==> config.mk <==
export PLATFORM = sky130hd
export DESIGN_NAME = pipe_token_ctrl
export DESIGN_NICKNAME = d
export VERILOG_FILES = /design/src/rtl/ptc_pkg.sv /design/src/rtl/ptc_token_ring.sv /design/src/rtl/ptc_empty_det.sv /design/src/rtl/ptc_datapath.sv /design/src/rtl/pipe_token_ctrl.sv
export SDC_FILE = /design/constraint.sdc
export NUM_CORES = 1
export LEC_CHECK = 0
export CAP_MARGIN = 20
export CORE_MARGIN = 2
export CORE_UTILIZATION = 55
export DETAILED_ROUTE_END_ITERATION = 7
export DONT_BUFFER_PORTS = 1
export PLACE_DENSITY = 0.81
export SLEW_MARGIN = 15
export SYNTH_ARGS = -nofsm -noshare
export SYNTH_HDL_FRONTEND = slang
export SYNTH_SLANG_ARGS = --single-unit
==> constraint.sdc <==
create_clock -name clk -period 1.1 [get_ports clk]
set_input_delay 0.11 -clock clk [delete_from_list [all_inputs] [get_ports clk]]
set_output_delay 0.11 -clock clk [all_outputs]
set_load 0.05 [all_outputs]
==> src/rtl/ptc_pkg.sv <==
package ptc_pkg;
    typedef enum logic {
        SEL_A = 1'b0,
        SEL_B = 1'b1
    } opsel_e;

    function automatic int tok_count(input int n_steady, input int n_epi);
        return n_steady + n_epi;
    endfunction
endpackage

==> src/rtl/ptc_token_ring.sv <==
module ptc_token_ring #(
    parameter int N_STEADY = 4,
    parameter int N_EPI    = 3,
    localparam int N_TOK   = ptc_pkg::tok_count(N_STEADY, N_EPI)
) (
    input  logic             clk,
    input  logic             rst_n,
    input  logic             start_i,
    input  logic             last_in_i,
    output logic [N_TOK-1:0] tok_o
);
    typedef struct packed {
        logic [N_TOK-1:0] tok;
        logic             stop;
    } ring_t;

    ring_t ring_d, ring_q;
    logic  stop_now;
    logic  back_edge;

    always_comb begin
        ring_d    = ring_q;
        // final-iteration flag only counts while the load stage holds the token
        stop_now  = ring_q.stop | (last_in_i & ring_q.tok[0]);
        // fork: last steady stage feeds both the join and the epilogue
        back_edge = ring_q.tok[N_STEADY-1] & ~stop_now;
        // join: gate sits right at the D input of the first stage
        ring_d.tok[0] = start_i | back_edge;
        for (int i = 1; i < N_TOK; i++) begin
            ring_d.tok[i] = ring_q.tok[i-1];
        end
        ring_d.stop = start_i ? 1'b0 : stop_now;
    end

    always_ff @(posedge clk or negedge rst_n) begin
        if (!rst_n) begin
            ring_q <= '0;
        end else begin
            ring_q <= ring_d;
        end
    end

    assign tok_o = ring_q.tok;
endmodule

==> src/rtl/ptc_empty_det.sv <==
module ptc_empty_det #(
    parameter int N_TOK     = 7,
    parameter bit EMPTY_REG = 1'b0
) (
    input  logic             clk,
    input  logic             rst_n,
    input  logic [N_TOK-1:0] tok_i,
    output logic             empty_o
);
    generate
        if (EMPTY_REG) begin : g_reg
            logic empty_d, empty_q;
            always_comb begin
                empty_d = ~|tok_i;
            end
            always_ff @(posedge clk or negedge rst_n) begin
                if (!rst_n) begin
                    empty_q <= 1'b1;
                end else begin
                    empty_q <= empty_d;
                end
            end
            assign empty_o = empty_q;
        end else begin : g_comb
            logic unused_clk;
            assign unused_clk = clk ^ rst_n;
            assign empty_o    = ~|tok_i;
        end
    endgenerate
endmodule

==> src/rtl/ptc_datapath.sv <==
module ptc_datapath #(
    parameter int DATA_W  = 16,
    localparam int PROD_W = 2 * DATA_W
) (
    input  logic              clk,
    input  logic              rst_n,
    input  ptc_pkg::opsel_e   sel_i,
    input  logic              capture_i,
    input  logic [DATA_W-1:0] op_a_i,
    input  logic [DATA_W-1:0] op_b_i,
    input  logic [PROD_W-1:0] unit_y_i,
    output logic [DATA_W-1:0] unit_d_o,
    output logic [PROD_W-1:0] product_o,
    output logic              done_o
);
    typedef struct packed {
        logic [PROD_W-1:0] prod;
        logic              done;
    } res_t;

    res_t res_d, res_q;

    always_comb begin
        unit_d_o = (sel_i == ptc_pkg::SEL_B) ? op_b_i : op_a_i;
        res_d      = res_q;
        res_d.done = capture_i;
        if (capture_i) begin
            res_d.prod = unit_y_i;
        end
    end

    always_ff @(posedge clk or negedge rst_n) begin
        if (!rst_n) begin
            res_q <= '0;
        end else begin
            res_q <= res_d;
        end
    end

    assign product_o = res_q.prod;
    assign done_o    = res_q.done;
endmodule

==> src/rtl/pipe_token_ctrl.sv <==
module pipe_token_ctrl #(
    parameter int DATA_W    = 16,
    parameter int N_STEADY  = 4,
    parameter int N_EPI     = 3,
    parameter bit EMPTY_REG = 1'b0,
    localparam int PROD_W   = 2 * DATA_W,
    localparam int N_TOK    = ptc_pkg::tok_count(N_STEADY, N_EPI)
) (
    input  logic              clk,
    input  logic              rst_n,
    input  logic              start_i,
    input  logic              last_in_i,
    input  logic [DATA_W-1:0] op_a_i,
    input  logic [DATA_W-1:0] op_b_i,
    output logic [DATA_W-1:0] unit_d_o,
    output logic              unit_s_o,
    input  logic [PROD_W-1:0] unit_y_i,
    output logic              sel_o,
    output logic              res_en_o,
    output logic [PROD_W-1:0] product_o,
    output logic              done_o,
    output logic              pipe_empty_o
);
    logic [N_TOK-1:0] tok;
    ptc_pkg::opsel_e  sel;

    ptc_token_ring #(.N_STEADY(N_STEADY), .N_EPI(N_EPI)) u_ring (
        .clk      (clk),
        .rst_n    (rst_n),
        .start_i  (start_i),
        .last_in_i(last_in_i),
        .tok_o    (tok)
    );

    ptc_empty_det #(.N_TOK(N_TOK), .EMPTY_REG(EMPTY_REG)) u_empty (
        .clk    (clk),
        .rst_n  (rst_n),
        .tok_i  (tok),
        .empty_o(pipe_empty_o)
    );

    assign sel      = tok[1] ? ptc_pkg::SEL_B : ptc_pkg::SEL_A;
    assign sel_o    = (sel == ptc_pkg::SEL_B);
    assign unit_s_o = tok[0];
    assign res_en_o = tok[N_TOK-1];

    ptc_datapath #(.DATA_W(DATA_W)) u_dp (
        .clk      (clk),
        .rst_n    (rst_n),
        .sel_i    (sel),
        .capture_i(tok[N_TOK-1]),
        .op_a_i   (op_a_i),
        .op_b_i   (op_b_i),
        .unit_y_i (unit_y_i),
        .unit_d_o (unit_d_o),
        .product_o(product_o),
        .done_o   (done_o)
    );
endmodule

==> flow_metrics.env, run 1 <==
export IMPL_die_h_um=58.5
export IMPL_numPortBuffers=0
export IMPL_cts_setup_buffers=7
export IMPL_synth_cells=100
export IMPL_ys_seq_area_share_pct=62.7
export IMPL_syn_avg_cell_area_um2=16.4
export IMPL_synthFlopType="dfrtp_1"
export IMPL_yosys_area_top_type="dfrtp_1"
export IMPL_rows=19
export IMPL_ys_top_cells_by_area="dfrtp_1 (63%), mux2_2 (33%), buf_2 (1.2%)"
export IMPL_async_flop_share_pct=100
export IMPL_synth_cell_types=10
export IMPL_yosys_register_bits=41
export IMPL_yosysMostFrequentCell="mux2_2"
export IMPL_initial_utilization_pct=58.8
export IMPL_ctsRootBufferMaster="clkbuf_4"
export IMPL_yosys_top_cells_count="mux2_2 (48), dfrtp_1 (41), buf_2 (4)"
export IMPL_chipWidth_um=58.5
export IMPL_syn_area_um2=1640
export IMPL_status="stopped before the end"
export IMPL_synth_top_area_share_pct=62.7
export IMPL_synth_fp_nets=168
export IMPL_place_area_um2=2040
export IMPL_cts_buffers=5
export IMPL_ctsHoldBuffers=36
export IMPL_synth_edf_count=0
export IMPL_htreeDepth=2
export IMPL_clockBufferDepth=2
export IMPL_cts_sinks=41
export IMPL_cts_resized_gates=17
export IMPL_post_place_ws_ns=-0.340
export IMPL_error_line="[ERROR DPL-0033] detailed placement checks failed during check placement."
export IMPL_place_congestion=0.779
export IMPL_stop_stage="clock tree synthesis"
export IMPL_pin_count=121
export IMPL_ys_warn_count=0
export IMPL_dp_hpwl_mm=2.79
==> kinds of logic after synthesis <==
kind of cell,share of synthesized area [%]
flip-flops,62.7
multiplexers,33.1
buffers and inverters,1.99
AO/OA/AOI/OAI,0.765
AND/OR/NAND/NOR,1.45
==> metrics by stage <==
stage                     hold WS (ns)  setup TNS [ns]  instances  utilization, %
after detailed placement        -0.185           -7.73        163            73.2
after global placement          -0.185           -7.10        163            73.2
after floorplan                 -0.186          -12.18        100               -
==> run 2, diff against run 1 <==
--- a/config.mk
+++ b/config.mk
@@ -7,10 +7,10 @@
 export LEC_CHECK = 0
 export CAP_MARGIN = 20
 export CORE_MARGIN = 2
-export CORE_UTILIZATION = 55
+export CORE_UTILIZATION = 40
 export DETAILED_ROUTE_END_ITERATION = 7
 export DONT_BUFFER_PORTS = 1
-export PLACE_DENSITY = 0.81
+export PLACE_DENSITY_LB_ADDON = 0.15
 export SLEW_MARGIN = 15
 export SYNTH_ARGS = -nofsm -noshare
 export SYNTH_HDL_FRONTEND = slang
==> constraint.sdc (replaced) <==
create_clock -name clk -period 1.4 [get_ports clk]
set_input_delay 0.14 -clock clk [delete_from_list [all_inputs] [get_ports clk]]
set_output_delay 0.14 -clock clk [all_outputs]
set_load 0.05 [all_outputs]
==> run 2 against run 1 <==
The flow now finishes, with violations (negative setup slack); synthesized cell count unchanged; area after synthesis did not move.
==> flow_metrics.env, run 2 <==
export IMPL_mostFrequentLayoutCell="dfrtp_1"
export IMPL_ys_seq_area_share_pct=62.7
export IMPL_vias=1086
export IMPL_power_density_nw_per_um2=1350
export IMPL_yosys_top_cells_count="mux2_2 (48), dfrtp_1 (41), buf_2 (4)"
export IMPL_worst_slew_pin_slew_ns=0.449
export IMPL_routed_wl_mm=3.45
export IMPL_ctsRootBufferMaster="clkbuf_8"
export IMPL_synth_cells=100
export IMPL_cp_required_ns=1.26
export IMPL_period_minus_slack_ns=1.72
export IMPL_wl_per_cell_um=15.4
export IMPL_synth_fp_nets=168
export IMPL_diodes=0
export IMPL_r2r_cells=2
export IMPL_drt_vias_per_instance=4.85
export IMPL_hold_path_class="primary input to register"
export IMPL_startpoint_type="register"
export IMPL_globalRoute_totalOverflow=0
export IMPL_slew_viol_final=0
export IMPL_path_clk_slew_ns=0.07
export IMPL_worst_ep_arrival_time_ns=1.58
export IMPL_ys_top_cells_by_area="dfrtp_1 (63%), mux2_2 (33%), buf_2 (1.2%)"
export IMPL_worstHoldPathCells=1
export IMPL_final_cell_mix="dfrtp_1 (39), buf_4 (34), mux2_2 (32), dlygate4sd3_1 (32), mux2_4 (16)"
export IMPL_period_share_pct=123
export IMPL_htreeDepth=2
export IMPL_leakagePower_uw=0.00115
export IMPL_drive_above_1_share_pct=56.9
export IMPL_synthFlopType="dfrtp_1"
export IMPL_core_um2=3970
export IMPL_rows=23
export IMPL_antenna_left=0
export IMPL_grt_max_degree=42
export IMPL_numPortBuffers=0
export IMPL_clkLatencyLatePin_ns=0.28
export IMPL_slowest_delay_ns=0.54
export IMPL_initial_utilization_pct=41.2
export IMPL_fmax_ghz=0.582
export IMPL_reg2reg_to="u_dp.product_o[15]$_DFFE_PN0P_"
export IMPL_largest_register_ffs=32
export IMPL_grtUsageTotal_pct=14.7
export IMPL_status="finished with violations"
export IMPL_setup_viol_count_final=10
export IMPL_place_congestion=0.700
export IMPL_synth_cell_types=10
export IMPL_grt_pass1_wl_mm=4.82
export IMPL_yosysMostFrequentCell="mux2_2"
export IMPL_final_util_pct=63.4
export IMPL_cts_tree="done"
export IMPL_drt_iter0_markers=20
export IMPL_ir_worst_vdd_uv=775
export IMPL_skew_ns=0.00201
export IMPL_violations="negative setup slack"
export IMPL_area_growth_pct=53.9
export IMPL_antenna_found_initial=0
export IMPL_cp_end_kind="primary output"
export IMPL_path_cells="or4_4 > nor4_4 > buf_12"
export IMPL_rsz0062_at_grt="yes"
export IMPL_async_flop_share_pct=100
export IMPL_crit_reg2reg_launch="u_ring.tok_o[6]$_DFF_PN0_"
export IMPL_pin_count=121
export IMPL_max_slew_margin_rel_pct=70.1
export IMPL_synth_edf_count=0
export IMPL_cts_sinks=41
export IMPL_worst_slack_ns=-0.317
export IMPL_crit_path_end="pipe_empty_o"
export IMPL_final_nets=242
export IMPL_max_cap_violations=0
export IMPL_die_h_um=67.9
export IMPL_r2r_slack_ns=0.17
export IMPL_finalHoldViolCount=0
export IMPL_syn_area_um2=1640
export IMPL_finalPower_uw=3390
export IMPL_slowest_stage="or4_4"
export IMPL_grt_pass1_vias=1072
export IMPL_synth_top_area_share_pct=62.7
export IMPL_chipWidth_um=67.9
export IMPL_yosys_register_bits=41
export IMPL_startpoint="u_ring.tok_o[2]$_DFF_PN0_"
export IMPL_dr_pass1_iters=2
export IMPL_crit_path_max_fanout=2
export IMPL_clockBufferDepth=2
export IMPL_drc=0
export IMPL_cts_buffers=5
export IMPL_worstSetupPathType="register to primary output"
export IMPL_die_area_um2=4620
export IMPL_yosys_area_top_type="dfrtp_1"
export IMPL_ys_warn_count=0
export IMPL_syn_avg_cell_area_um2=16.4
## run 2: cell counts after synthesis
No cell type changed its count.
## run 2: worst min-delay path by stage
| stage | slack [ns] | end | from |
|---|---|---|---|
| after CTS | 0.0002 | u_dp.product_o[3]$_DFFE_PN0P_ | unit_y_i[3] |
| after global placement | -0.15 | u_dp.product_o[10]$_DFFE_PN0P_ | rst_n |
| after detailed placement | -0.15 | u_dp.product_o[9]$_DFFE_PN0P_ | rst_n |
| after floorplan | -0.16 | u_dp.done_o$_DFF_PN0_ | rst_n |
| after global routing | 0.002 | u_dp.product_o[26]$_DFFE_PN0P_ | unit_y_i[26] |
| final | 0.01 | u_dp.product_o[26]$_DFFE_PN0P_ | unit_y_i[26] |
## run 2: layer usage
layer | routed length, um | vias to the layer above | global-route usage (%)
met5 | 0 | - | 0
met4 | 52 | 0 | 6.00
met3 | 330 | 4 | 5.26
met2 | 1900 | 77 | 27.3
met1 | 1170 | 508 | 14.6
li1 | - | 497 | -
## run 2: layout make-up
class	instances	area, um^2
Sequential cell	41	1030
Timing Repair Buffer	73	689
Fill cell	304	1460
Multi-Input combinational cell	53	649
Clock buffer	7	86.3
Tap cell	50	62.6
## run 2: what timing repair did
action,in CTS,in global routing
endpoints found under the setup margin,17,22
cloned,0,0
hold buffers,20,13
hold endpoints to repair,60,13
buffers inserted,3,0
gates resized for setup,7,5
## run 2: worst max-delay path: cells and delay by family (launching register included)
family,cells,cell delay (ns)
buf+inv,1,0.18
flops,1,0.38
simple gates,2,0.74
## run 2: cells by family (layout without fill, tap and decap cells)
family,count (synthesis),count (layout),share of synthesized area (%)
multiplexers,48,48,33.1
flip-flops,41,41,62.7
AO/OA/AOI/OAI,2,2,0.765
buffers and inverters,6,80,1.99
AND/OR/NAND/NOR,3,3,1.45
## run 2: through the flow
stage | TNS [ns] | hold slack (ns) | std cells | setup WS, ns | cell area [um^2]
floorplan | -0.410 | -0.156 | 100 | -0.410 | 1690
global placement | -0.0442 | -0.155 | 181 | -0.0442 | 2010
detailed placement | -0.0412 | -0.155 | 181 | -0.0412 | 2010
CTS | -1.47 | 0.000202 | 211 | -0.339 | 2370
global route | -1.92 | 0.00202 | 224 | -0.387 | 2520
finish | -1.33 | 0.0114 | 224 | -0.317 | 2520
## run 2: power breakdown
group          internal [uW]  leakage, uW  switching (uW)
Sequential              1320     0.000470            83.9
Combinational            447     0.000637             801
Clock                    390    0.0000443             347
Total                   2160      0.00115            1230
Power figures use the tool's default switching activity.
==> run 3, diff against run 2 <==
==> constraint.sdc (replaced) <==
create_clock -name clk -period 2 [get_ports clk]
set_input_delay 0.2 -clock clk [delete_from_list [all_inputs] [get_ports clk]]
set_output_delay 0.2 -clock clk [all_outputs]
set_load 0.05 [all_outputs]
==> run 3 against run 2 <==
The run now ends clean; clock skew increased by 0.0033 ns; largest cell class unchanged; combinational power decreased by 73%; power decreased by 38%; highest routed layer unchanged; hold slack got worse by 0.0038 ns; critical path depth decreased by 2; sequential power decreased by 9%; via count decreased by 22%; first-iteration DRC count increased by 10%; clock power decreased by 33%; global-route usage decreased by 2.1 points; design area decreased by 27%.
==> flow_metrics.env, run 3 (synthesis results as in run 2) <==
export IMPL_cp_top_family="flip-flops"
export IMPL_path_cells="mux2_2"
export IMPL_fmax_ghz=0.550
export IMPL_path_clk_slew_ns=0.07
export IMPL_period_share_pct=90.9
export IMPL_slowest_stage="dfrtp_1"
export IMPL_largest_register_ffs=32
export IMPL_cts_tree="done"
export IMPL_die_h_um=67.9
export IMPL_dr_pass1_iters=4
export IMPL_antenna_found_initial=0
export IMPL_fin_cells=159
export IMPL_final_nets=176
export IMPL_clockBufferDepth=2
export IMPL_diodes=0
export IMPL_area_growth_pct=12.5
export IMPL_period_minus_slack_ns=1.82
export IMPL_crit_path_max_fanout=18
export IMPL_slew_viol_final=0
export IMPL_antenna_left=0
export IMPL_ctsHoldBuffers=3
export IMPL_cp_end_kind="primary output"
export IMPL_finalHoldViolCount=0
export IMPL_cts_resized_gates=0
export IMPL_cts_setup_buffers=0
export IMPL_mostFrequentLayoutCell="mux2_2"
export IMPL_worst_slew_pin_slew_ns=0.693
export IMPL_drt_iter0_markers=22
export IMPL_drc=0
export IMPL_vias=847
export IMPL_max_cap_violations=0
export IMPL_cts_buffers=5
export IMPL_worst_ep_arrival_time_ns=1.62
export IMPL_place_congestion=0.681
export IMPL_dp_cells=148
export IMPL_skew_ns=0.00532
export IMPL_slowest_delay_ns=0.79
export IMPL_dp_hpwl_mm=2.23
export IMPL_pin_count=121
export IMPL_cp_required_ns=1.80
export IMPL_grtUsageTotal_pct=12.6
export IMPL_core_um2=3970
export IMPL_initial_utilization_pct=41.2
export IMPL_startpoint_type="register"
export IMPL_hold_path_class="primary input to register"
export IMPL_drive_above_1_share_pct=56.9
export IMPL_routed_wl_mm=2.93
export IMPL_chipWidth_um=67.9
export IMPL_grt_pass1_wl_mm=4.03
export IMPL_max_slew_margin_rel_pct=53.8
export IMPL_rsz0062_at_grt="no"
export IMPL_drt_vias_per_instance=5.33
export IMPL_rows=23
export IMPL_ir_worst_vdd_uv=511
export IMPL_wl_per_cell_um=18.4
export IMPL_setup_viol_count_final=0
export IMPL_die_area_um2=4620
export IMPL_final_cell_mix="mux2_2 (48), dfrtp_1 (40), clkbuf_8 (5), buf_4 (3)"
export IMPL_grt_pass1_vias=885
export IMPL_htreeDepth=2
export IMPL_status="complete, no violations"
export IMPL_path_buf_inv=0
export IMPL_grt_max_degree=42
export IMPL_power_density_nw_per_um2=1150
export IMPL_leakagePower_uw=0.000764
export IMPL_cts_sinks=41
export IMPL_numPortBuffers=0
export IMPL_ctsRootBufferMaster="clkbuf_8"
export IMPL_tns_ns=0
export IMPL_globalRoute_totalOverflow=0
export IMPL_worstSetupPathType="register to primary output"
export IMPL_fill_cells=327
export IMPL_clkLatencyLatePin_ns=0.29
==> run 3: cell types whose count changed in the layout (fill, tap and decap cells not counted), moves of 2 or more <==
| cell | before | now |
|---|---|---|
| clkinv_2 | 0 | 2 |
| buf_12 | 4 | 2 |
| mux2_4 | 16 | 0 |
| mux2_2 | 32 | 48 |
| buf_4 | 34 | 3 |
| buf_6 | 3 | 0 |
| dlygate4sd3_1 | 32 | 2 |
==> run 3: worst reg2reg max path: cells and delay by family, from the launching register on <==
kind,cells,cell delay [ns]
buffers and inverters,1,0.45
DFF,1,0.36
muxes,1,0.44
==> run 3: metal layers <==
| metal | vias up | GRT usage, % | share of wire [%] |
|---|---|---|---|
| met3 | 5 | 5.10 | 10 |
| met2 | 68 | 21.6 | 52 |
| li1 | 368 | - | - |
| met1 | 406 | 12.7 | 36 |
| met4 | 0 | 7.50 | 1.5 |
| met5 | - | 0 | 0 |
==> run 3: final timing paths <==
kind	from	to	slack, ns	depth (start not counted)
max in group asynchronous	rst_n	u_ring.tok_o[6]$_DFF_PN0_	1.41	2
setup reg to reg	u_ring.tok_o[6]$_DFF_PN0_	u_dp.product_o[24]$_DFFE_PN0P_	0.65	2
hold / removal	start_i	u_ring.tok_o[0]$_DFF_PN0_	0.008	1
hold reg to reg	u_ring.tok_o[2]$_DFF_PN0_	u_ring.tok_o[3]$_DFF_PN0_	0.37	0
setup / recovery	u_ring.tok_o[1]$_DFF_PN0_	unit_d_o[12]	0.18	1
min in group asynchronous	rst_n	u_dp.product_o[17]$_DFFE_PN0P_	0.37	2
==> run 3: final cells by class <==
class,count,area [um^2],share of cell area [%]
flip-flops and latches,41,1030,55.8
multi-input cells,53,586,31.8
repair buffers,7,82.6,4.49
clock buffers,6,72.6,3.94
well taps,50,62.6,3.40
clock inverters,2,10.0,0.544
==> run 3: power by group <==
group,switching [uW],total [uW],internal [uW]
Sequential,366,1290,920
Clock,251,492,241
Combinational,214,342,128
==> run 3: stage by stage <==
stage	hold slack [ns]	worst slack [ns]	utilization (%)	area [um^2]	power [uW]
after floorplan	-0.0956	0.0395	-	1640	1590
after global placement	-0.0948	0.499	43.3	1720	1620
after detailed placement	-0.0948	0.480	43.3	1720	1630
after CTS	0.00161	0.163	46.3	1840	2160
after global routing	0.00387	0.0812	46.3	1840	2230
final	0.00759	0.182	46.3	1840	2120
